## src/rtl/msi_eq_pkg.sv

```systemverilog
package msi_eq_pkg;
  typedef enum logic [2:0] {
    EV_MSI32 = 3'd0,
    EV_MSI64 = 3'd1,
    EV_MSIX  = 3'd2,
    EV_MSG   = 3'd3,
    EV_INTX  = 3'd4
  } ev_kind_e;

  localparam logic [7:0] REC_MSG   = 8'd1;
  localparam logic [7:0] REC_MSI32 = 8'd2;
  localparam logic [7:0] REC_MSI64 = 8'd3;
  localparam logic [7:0] REC_INTX  = 8'd8;

  localparam int REC_WORDS = 8;
  localparam int WORD_W    = 64;

  typedef logic [REC_WORDS-1:0][WORD_W-1:0] rec_t;

  typedef enum logic {WR_IDLE = 1'b0, WR_BUSY = 1'b1} wr_state_e;
endpackage

```

## src/rtl/msi_eq_fmt.sv

```systemverilog
module msi_eq_fmt
  import msi_eq_pkg::*;
#(
  parameter int TS_W  = 64,
  parameter bit TS_EN = 1'b1
) (
  input  logic [2:0]      kind_i,
  input  logic [15:0]     rid_i,
  input  logic [63:0]     addr_i,
  input  logic [31:0]     data_i,
  input  logic [7:0]      tgt_i,
  input  logic [2:0]      route_i,
  input  logic [7:0]      code_i,
  input  logic [1:0]      intx_i,
  input  logic [63:0]     sysino_i,
  input  logic [TS_W-1:0] ts_i,
  output logic            legal_o,
  output rec_t            words_o
);
  logic [63:0] ts_word;
  logic [7:0]  rtype;

  generate
    if (TS_EN) begin : g_ts
      assign ts_word = 64'(ts_i);
    end else begin : g_no_ts
      assign ts_word = '0;
    end
  endgenerate

  always_comb begin
    words_o = '0;
    legal_o = 1'b1;
    rtype   = 8'h00;
    case (kind_i)
      EV_MSI32: begin
        rtype      = REC_MSI32;
        words_o[4] = {48'h0, rid_i};
        words_o[5] = {32'h0, addr_i[31:0]};
        words_o[6] = {48'h0, data_i[15:0]};
      end
      EV_MSI64: begin
        rtype      = REC_MSI64;
        words_o[4] = {48'h0, rid_i};
        words_o[5] = addr_i;
        words_o[6] = {48'h0, data_i[15:0]};
      end
      EV_MSIX: begin
        rtype      = (|addr_i[63:32]) ? REC_MSI64 : REC_MSI32;
        words_o[4] = {48'h0, rid_i};
        words_o[5] = addr_i;
        words_o[6] = {32'h0, data_i};
      end
      EV_MSG: begin
        rtype      = REC_MSG;
        words_o[4] = {48'h0, rid_i};
        words_o[6] = {24'h0, tgt_i, 13'h0, route_i, 8'h0, code_i};
      end
      EV_INTX: begin
        rtype      = REC_INTX;
        words_o[1] = sysino_i;
        words_o[6] = {62'h0, intx_i};
      end
      default: legal_o = 1'b0;
    endcase
    words_o[0] = {56'h0, rtype};
    words_o[3] = ts_word;
  end
endmodule

```

## src/rtl/msi_eq_ptr.sv

```systemverilog
module msi_eq_ptr #(
  parameter int IDX_W = 4
) (
  input  logic             clk_i,
  input  logic             rst_ni,
  input  logic             enable_i,
  input  logic [IDX_W-1:0] head_i,
  input  logic             advance_i,
  input  logic             overflow_i,
  input  logic             err_clr_i,
  output logic [IDX_W-1:0] tail_o,
  output logic             full_o,
  output logic             error_o,
  output logic             irq_o
);
  logic [IDX_W-1:0] tail_q;
  logic             err_q;

  always_ff @(posedge clk_i or negedge rst_ni) begin
    if (!rst_ni) begin
      tail_q <= '0;
      err_q  <= 1'b0;
    end else begin
      if (advance_i) tail_q <= tail_q + IDX_W'(1);
      if (overflow_i)     err_q <= 1'b1;
      else if (err_clr_i) err_q <= 1'b0;
    end
  end

  assign tail_o  = tail_q;
  assign error_o = err_q;
  assign full_o  = (tail_q + IDX_W'(1)) == head_i;
  assign irq_o   = enable_i && (tail_q != head_i);
endmodule

```

## src/rtl/msi_eq_wr.sv

```systemverilog
module msi_eq_wr
  import msi_eq_pkg::*;
#(
  parameter int ADDR_W = 48,
  parameter int IDX_W  = 4
) (
  input  logic              clk_i,
  input  logic              rst_ni,
  input  logic              start_i,
  input  rec_t              words_i,
  input  logic [ADDR_W-1:0] base_i,
  input  logic [IDX_W-1:0]  tail_i,
  output logic              idle_o,
  output logic              done_o,
  output logic              mem_valid_o,
  input  logic              mem_ready_i,
  output logic [ADDR_W-1:0] mem_addr_o,
  output logic [63:0]       mem_data_o
);
  localparam int WI_W = $clog2(REC_WORDS);

  wr_state_e         state_q;
  rec_t              rec_q;
  logic [WI_W-1:0]   wi_q;
  logic [ADDR_W-1:0] slot_q;
  logic              last_word;

  assign last_word = (wi_q == WI_W'(REC_WORDS - 1));

  always_ff @(posedge clk_i or negedge rst_ni) begin
    if (!rst_ni) begin
      state_q <= WR_IDLE;
      rec_q   <= '0;
      wi_q    <= '0;
      slot_q  <= '0;
    end else begin
      case (state_q)
        WR_IDLE: if (start_i) begin
          rec_q   <= words_i;
          wi_q    <= '0;
          slot_q  <= base_i + ADDR_W'({tail_i, 6'b0});
          state_q <= WR_BUSY;
        end
        WR_BUSY: if (mem_ready_i) begin
          if (last_word) state_q <= WR_IDLE;
          else           wi_q    <= wi_q + WI_W'(1);
        end
        default: state_q <= WR_IDLE;
      endcase
    end
  end

  assign idle_o      = (state_q == WR_IDLE);
  assign mem_valid_o = (state_q == WR_BUSY);
  assign done_o      = mem_valid_o && mem_ready_i && last_word;
  assign mem_addr_o  = slot_q + ADDR_W'({wi_q, 3'b000});
  assign mem_data_o  = rec_q[wi_q];
endmodule

```

## src/rtl/msi_eq_writer.sv

```systemverilog
module msi_eq_writer
  import msi_eq_pkg::*;
#(
  parameter int  DEPTH  = 16,
  parameter int  ADDR_W = 48,
  parameter int  TS_W   = 64,
  parameter bit  TS_EN  = 1'b1,
  localparam int IDX_W  = $clog2(DEPTH)
) (
  input  logic              clk_i,
  input  logic              rst_ni,
  input  logic              ev_valid_i,
  output logic              ev_ready_o,
  input  logic [2:0]        ev_kind_i,
  input  logic [15:0]       ev_rid_i,
  input  logic [63:0]       ev_addr_i,
  input  logic [31:0]       ev_data_i,
  input  logic [7:0]        ev_msg_tgt_i,
  input  logic [2:0]        ev_msg_route_i,
  input  logic [7:0]        ev_msg_code_i,
  input  logic [1:0]        ev_intx_i,
  input  logic              cfg_enable_i,
  input  logic [ADDR_W-1:0] cfg_base_i,
  input  logic [63:0]       cfg_sysino_i,
  input  logic [IDX_W-1:0]  head_i,
  input  logic              err_clr_i,
  output logic              mem_valid_o,
  input  logic              mem_ready_i,
  output logic [ADDR_W-1:0] mem_addr_o,
  output logic [63:0]       mem_data_o,
  output logic [IDX_W-1:0]  tail_o,
  output logic              irq_o,
  output logic              q_error_o
);
  logic [TS_W-1:0] ts_q;
  rec_t            rec_words;
  logic            legal, full, idle, done;
  logic            take, start, ovf;

  // free-running stamp, starts at 1 so a stamped record is never zero
  always_ff @(posedge clk_i or negedge rst_ni) begin
    if (!rst_ni) ts_q <= TS_W'(1);
    else         ts_q <= ts_q + TS_W'(1);
  end

  msi_eq_fmt #(.TS_W(TS_W), .TS_EN(TS_EN)) u_fmt (
    .kind_i   (ev_kind_i),
    .rid_i    (ev_rid_i),
    .addr_i   (ev_addr_i),
    .data_i   (ev_data_i),
    .tgt_i    (ev_msg_tgt_i),
    .route_i  (ev_msg_route_i),
    .code_i   (ev_msg_code_i),
    .intx_i   (ev_intx_i),
    .sysino_i (cfg_sysino_i),
    .ts_i     (ts_q),
    .legal_o  (legal),
    .words_o  (rec_words)
  );

  assign take  = ev_valid_i && idle && cfg_enable_i && !q_error_o && legal;
  assign start = take && !full;
  assign ovf   = take && full;

  msi_eq_ptr #(.IDX_W(IDX_W)) u_ptr (
    .clk_i      (clk_i),
    .rst_ni     (rst_ni),
    .enable_i   (cfg_enable_i),
    .head_i     (head_i),
    .advance_i  (done),
    .overflow_i (ovf),
    .err_clr_i  (err_clr_i),
    .tail_o     (tail_o),
    .full_o     (full),
    .error_o    (q_error_o),
    .irq_o      (irq_o)
  );

  msi_eq_wr #(.ADDR_W(ADDR_W), .IDX_W(IDX_W)) u_wr (
    .clk_i       (clk_i),
    .rst_ni      (rst_ni),
    .start_i     (start),
    .words_i     (rec_words),
    .base_i      (cfg_base_i),
    .tail_i      (tail_o),
    .idle_o      (idle),
    .done_o      (done),
    .mem_valid_o (mem_valid_o),
    .mem_ready_i (mem_ready_i),
    .mem_addr_o  (mem_addr_o),
    .mem_data_o  (mem_data_o)
  );

  assign ev_ready_o = idle;
endmodule

```

## config.mk

```make
export PLATFORM = sky130hd
export DESIGN_NAME = msi_eq_writer
export DESIGN_NICKNAME = d
export VERILOG_FILES = /design/src/rtl/msi_eq_pkg.sv /design/src/rtl/msi_eq_fmt.sv /design/src/rtl/msi_eq_ptr.sv /design/src/rtl/msi_eq_wr.sv /design/src/rtl/msi_eq_writer.sv
export SDC_FILE = /design/constraint.sdc
export NUM_CORES = 1
export LEC_CHECK = 0
export BUFFER_PORTS_ARGS = -buffer_cell sky130_fd_sc_hd__buf_4
export CAP_MARGIN = 0
export CORE_ASPECT_RATIO = 0.8
export CORE_MARGIN = 3
export CORE_UTILIZATION = 35
export CTS_BUF_LIST = sky130_fd_sc_hd__clkbuf_8
export CTS_CLUSTER_SIZE = 25
export DETAILED_ROUTE_END_ITERATION = 8
export PLACE_DENSITY = 0.58
export SYNTH_ARGS = -nofsm -noshare
export SYNTH_HDL_FRONTEND = slang
export SYNTH_HIERARCHICAL = 1
export SYNTH_SLANG_ARGS = --single-unit
```

## constraint.sdc

```tcl
create_clock -name clk_i -period 2.95 [get_ports clk_i]
set_input_delay 0.4425 -clock clk_i [delete_from_list [all_inputs] [get_ports clk_i]]
set_output_delay 0.4425 -clock clk_i [all_outputs]
set_load 0.005 [all_outputs]
```

Yosys cells after proc, flatten, opt, wreduce, memory -nomap -nowiden

Cells that the tools add are included.

Bitwise gates (word level): 1
Mux-type cells: 19
Equality and inequality tests: 10
$add $sub $neg: 5
Reduce and logical (&&, ||, !) cells: 20
Magnitude comparators: 1

Operators with widths:

| operator                                             | count |
|---|---|
| binary-select mux 64 bit (select 3 bit)              | 1 |
| case mux 40 bit (4 select lines)                     | 1 |
| two-way mux 64 bit                                   | 2 |
| case mux 64 bit (2 select lines)                     | 1 |
| adder 64 x 1 -> 64 bit (second input constant)       | 1 |
| adder 48 x 10 -> 48 bit                              | 1 |
| adder 48 x 6 -> 48 bit                               | 1 |
| case mux 8 bit (5 select lines)                      | 1 |
| OR reduction 32 bit                                  | 1 |
| two-way mux 16 bit                                   | 1 |
| logical AND 1 bit                                    | 9 |
| two-way mux 3 bit                                    | 3 |
| two-way mux 1 bit                                    | 7 |
| equality test 3 x 2 -> 1 bit (second input constant) | 2 |
| equality test 3 bit (second input constant)          | 2 |
| case mux 3 bit (2 select lines)                      | 1 |
| OR reduction 5 bit                                   | 1 |
| adder 4 x 1 -> 4 bit (second input constant)         | 1 |
| equality test 4 bit                                  | 1 |
| < comparator 3 x 4 -> 1 bit (second input constant)  | 1 |
| inequality test 2 bit (second input constant)        | 2 |
| inequality test 4 bit                                | 1 |
| OR reduction 2 bit                                   | 2 |
| OR reduction 4 bit                                   | 1 |
| other kinds (10)                                     | 11 |

Word-level logic and storage cells: 68
Output and inout port bits: 120
Bits of input ports: 258
Bits in registers: 449

Logic depth before layout (Yosys ltp)

Word-level depth: 8
Gate-level depth with buffers: 12
Gate-level depth less buffers: 9

Hierarchy

The synthesis kept the hierarchy.

By module, submodules not included:

| module        | cells each | times used | area each (um^2) | seq. area each (um^2) |
|---|---|---|---|---|
| msi_eq_wr     | 2832       | 1          | 26434.1          | 14113.5 |
| msi_eq_fmt    | 574        | 1          | 3995.1           | 0.0 |
| msi_eq_writer | 272        | 1          | 2951.6           | 1602.8 |
| msi_eq_ptr    | 25         | 1          | 295.3            | 125.1 |

Worst setup path before layout

No wires, ideal clock.

Kind: register -> output
From: register u_wr.wi_q[0]
To: output port mem_data_o[15]
Arrival time: 2.102 ns
Setup slack: 0.405 ns
Path buffers: 3
Cell stages (with the launch flop): 6
Required time: 2.508 ns
Path through: dfrtp_1 -> clkbuf_1 -> clkbuf_1 -> buf_1 -> mux4_2 -> mux2_2

Word-level cells in the longest chain between the ends: 2

Ends and longest elaborated chain:

| what                                     | line                | source |
|---|---|---|
| start, declared                          | msi_eq_wr.sv:24     | `logic [WI_W-1:0] wi_q;` |
| start signal, assigned                   | msi_eq_wr.sv:46     | `else wi_q <= wi_q + WI_W'(1);` |
| binary-select mux 64 bit (select 3 bit)  | msi_eq_wr.sv:57     | `assign mem_data_o = rec_q[wi_q];` |
| two-way mux 64 bit (implied by the code) | msi_eq_wr.sv:57     |  |
| end, declared                            | msi_eq_writer.sv:30 | `output logic [63:0] mem_data_o,` |

No other way between the ends. The select of a mux whose other input is x is not followed.

Worst setup path after layout

From: register u_wr.wi_q[0]
To: output port mem_addr_o[17]

Word-level cells in the longest chain between the ends: 1

Ends and longest elaborated chain:

| what                   | line                | source |
|---|---|---|
| adder 48 x 6 -> 48 bit | msi_eq_wr.sv:56     | `assign mem_addr_o = slot_q + ADDR_W'({wi_q, 3'b000});` |
| end, declared          | msi_eq_writer.sv:29 | `output logic [ADDR_W-1:0] mem_addr_o,` |

No other way between the ends.

==> impl_metrics.py <==
metrics = {
    "run_status": {
        "status": "finished with violations",
        "violations": "negative setup slack",
    },
    "critical_path": {
        "path_depth": 9,
        "worstSetupStartpoint": "u_wr/wi_q[0]$_DFFE_PN0P_",
        "crit_family": "adder cells",
        "r2r_cells": 10,
        "critPathKind": "flip-flop to primary output",
        "r2r_end": "u_wr/rec_q[100]$_DFFE_PN0P_",
        "cp-start-kind": "flip-flop",
        "reg2reg_slack_ns": 0.35,
        "cp_cell_sequence": "ha_4 -> fa_2 -> a21o_4 -> nand2b_4 -> buf_6 -> nor2_4 -> nand4_1 -> xnor2_2 -> buf_4",
        "cp-end-kind": "primary output",
        "slowest_stage": "dfrtp_4",
        "worstPathArrival_ns": 2.77,
        "critPathRequiredTime_ns": 2.51,
        "worstPathMaxFanout": 5,
        "cp-endpoint": "mem_addr_o[17]",
        "max_stage_delay_ns": 0.54,
        "cp_num_buf_inv": 2,
        "r2r-start": "u_ptr/tail_o[0]$_DFFE_PN0P_",
    },
    "logic_synthesis": {
        "yosysUniqueCellTypes": 55,
        "synth_seq_cells": 633,
        "yosysWarningCount": 6,
        "ys.flop_type": "dfrtp_1",
        "synth_edf_count": 0,
        "synth.avg_cell_area_um2": 9.09,
        "synthCells": 3703,
        "yosysSeqAreaShare_pct": 47.0,
        "netlist_area_mm2": 0.0337,
        "synthArstFlopShare_pct": 100,
    },
    "placement": {
        "port_buffers": 377,
        "gp_congestion": 0.821,
        "hpwl_um": 65900,
        "post-place-ws_ns": 0.104,
    },
    "die": {
        "die_h_um": 283,
        "rows": 101,
        "dieArea_mm2": 0.100,
        "design.core.area_mm2": 0.0952,
        "num_io_pins": 378,
        "die_x_um": 353,
        "start_util_pct": 35.4,
    },
    "grt": {
        "grt_pass1_vias": 25900,
        "grt.overflow.total": 0,
        "grt_max_degree": 156,
        "grt_first_pass_wirelength_um": 153000,
        "grt_usage_pct": 19.4,
        "antenna_found_initial": 3,
    },
    "clocking": {
        "cts_htree_levels": 3,
        "clk_path_buf_depth": 3,
        "cts_tree": "yes",
        "cts-root-buf": "clkbuf_8",
        "cts_buffers": 107,
        "clock_latency_ns": 0.75,
        "path_clk_slew_ns": 0.06,
        "cts.sinks": 633,
    },
    "routing": {
        "wirelength_um": 101000,
        "first_iter_violations": 2111,
        "vias": 26100,
        "wl_per_cell_um": 17.9,
        "first_pass_iters": 5,
        "ant_nets": 0,
        "via_per_inst": 4.63,
        "drc": 0,
    },
    "sta": {
        "drv_slew": 0,
        "whs_ns": 0.0529,
        "tightest_slew_ns": 0.785,
        "layout_min_cycle_time_ns": 3.21,
        "hold_viol": 0,
        "layout_setup_ws_ns": -0.263,
        "fmax_mhz": 311,
        "finClkSkew_ns": 0.0694,
        "setup-violations-final": 105,
        "fin_crit_sh_pct": 109,
        "maxSlewHeadroom_pct": 47.7,
        "rsz0062_at_grt": "yes",
    },
    "power": {
        "p_leak_uw": 0.0222,
        "powerDensity_mw_per_mm2": 839,
        "p_sw_uw": 12000,
        "swShare_pct": 33.4,
        "peakVddDrop_mv": 0.452,
        "p_seq_share_pct": 37.2,
        "pwr-share-comb_pct": 40.0,
        "p_int_uw": 24000,
        "p_clk_share_pct": 22.8,
        "finalPower_uw": 36000,
    },
    "cells_and_area": {
        "drive_gt1_share_pct": 22.9,
        "layout_common_cells": "1644 x nand2_1, 628 x dfrtp_1, 416 x buf_4",
        "final_common_cell": "nand2_1",
        "syn2layout_area_growth_pct": 27.4,
        "fillCellCount": 9079,
        "final_nets": 4526,
    },
    "run": {
        "cap_violations": 0,
    },
    "min_path": {
        "min_path_type": "input port to flip-flop",
    },
}
cells in the mapped netlist, types with 6 or more instances:
master    count  area [µm²]
and2_1       95         594
nand3_1      62         310
buf_1         6        22.5
inv_1        11        41.3
xor2_1       62         543
ha_1         11         138
a21oi_1       6        30.0
nand4_1      58         363
dfrtp_1     632       15800
mux4_2      128        2880
buf_4       332        2490
a31oi_1       6        37.5
mux2_2       65         732
a22o_1        6        52.6
xnor2_1      88         771
nor4_1       13        81.3
nand2_1    1653        6200
buf_2        18        90.1
nor2_1       41         154
clkbuf_1    159         597
o21ai_0      43         215
clkbuf_2     10        50.1
nor2b_1      24         150
and4_1       10        87.6
and3_1       87         544
nor3_1       16        80.1
nor4_2        7        87.6
layout make-up:
| cell class | instances | area [µm²] | area share [%] |
|---|---|---|---|
| diodes | 6 | 15.0 | 0.0350 |
| clock buffers | 141 | 1940 | 4.52 |
| clock inverters | 54 | 300 | 0.700 |
| inverters | 12 | 45.0 | 0.105 |
| multi-input cells | 2792 | 16100 | 37.5 |
| flip-flops and latches | 633 | 15900 | 37.0 |
| well taps | 1287 | 1610 | 3.75 |
| repair buffers | 709 | 7050 | 16.4 |
metal layers:
metal  wire [µm]  global-route usage (%)
met5           0                       0
met4        2410                    5.24
met3        5640                    3.48
met2       45200                    29.8
met1       47300                    28.1
per-stage QoR:
| stage | area, µm² | cells | util (%) | setup TNS, ns |
|---|---|---|---|---|
| CTS | 42300 | 5609 | 44.4 | -26.84 |
| finish | 42900 | 5634 | 45.1 | -18.72 |
| global route | 42900 | 5632 | 45.1 | -30.78 |
| global placement | 37400 | 5232 | 39.3 | 0 |
| detailed placement | 37400 | 5232 | 39.3 | 0 |
| floorplan | 34700 | 3963 | - | 0 |
tightest hold or removal path, stage by stage:
cell     delay, ns
buf_4         0.07
and2_1        0.12
nand2_1       0.06
nand2_1       0.05
how the worst min path moves through the flow:
stage	start	endpoint	slack (ns)	cells after the start
after CTS	ev_msg_tgt_i[2]	u_wr/rec_q[418]$_DFFE_PN0P_	0.0004	4
after detailed placement	u_wr/rec_q[431]$_DFFE_PN0P_	u_wr/rec_q[431]$_DFFE_PN0P_	0.46	2
after floorplan	rst_ni	ts_q[10]$_DFF_PN0_	0.15	0
after global placement	u_wr/rec_q[333]$_DFFE_PN0P_	u_wr/rec_q[333]$_DFFE_PN0P_	0.45	2
final	ev_msg_tgt_i[2]	u_wr/rec_q[418]$_DFFE_PN0P_	0.05	4
after global routing	ev_addr_i[4]	u_wr/rec_q[324]$_DFFE_PN0P_	0.01	4
repair_timing:
action | in CTS | in global routing
resized for setup | 152 | 82
hold buffers | 140 | 1
setup buffers | 28 | 14
setup endpoints to repair | 105 | 106
endpoints found under the hold margin | 197 | 1
pin swaps | 27 | 21
gates cloned | 14 | 10
logic make-up (layout without fill, tap and decap cells):
kind of cell,count (synthesis),after routing,share of synthesized area [%]
other,1,267,0.0111
XOR/XNOR,151,151,3.95
buffers and inverters,538,916,9.82
AO/OA/AOI/OAI,78,78,1.39
flip-flops,633,633,47.0
adder cells (fa/ha/maj),13,13,0.528
multiplexers,198,198,10.9
AND/OR/NAND/NOR,2091,2091,26.4
power by group through the flow:
stage | combinational [µW] | clock, µW | sequential, µW
5_1_grt | 15600 | 8850 | 13700
4_1_cts | 13500 | 8460 | 13300
6_report | 14400 | 8200 | 13400
3_5_place_dp | 11300 | 0 | 13500
3_3_place_gp | 11100 | 0 | 13400
2_1_floorplan | 7110 | 0 | 12800
registers in the layout, indices dropped and copies added, names as in the netlist:
register          cells
ts_q                 64
u_ptr/error_o         1
u_ptr/tail_o          4
u_wr/mem_valid_o      1
u_wr/rec_q          512
u_wr/slot_q          48
u_wr/wi_q             3
Note: power is estimated with default switching activity, not from simulation.
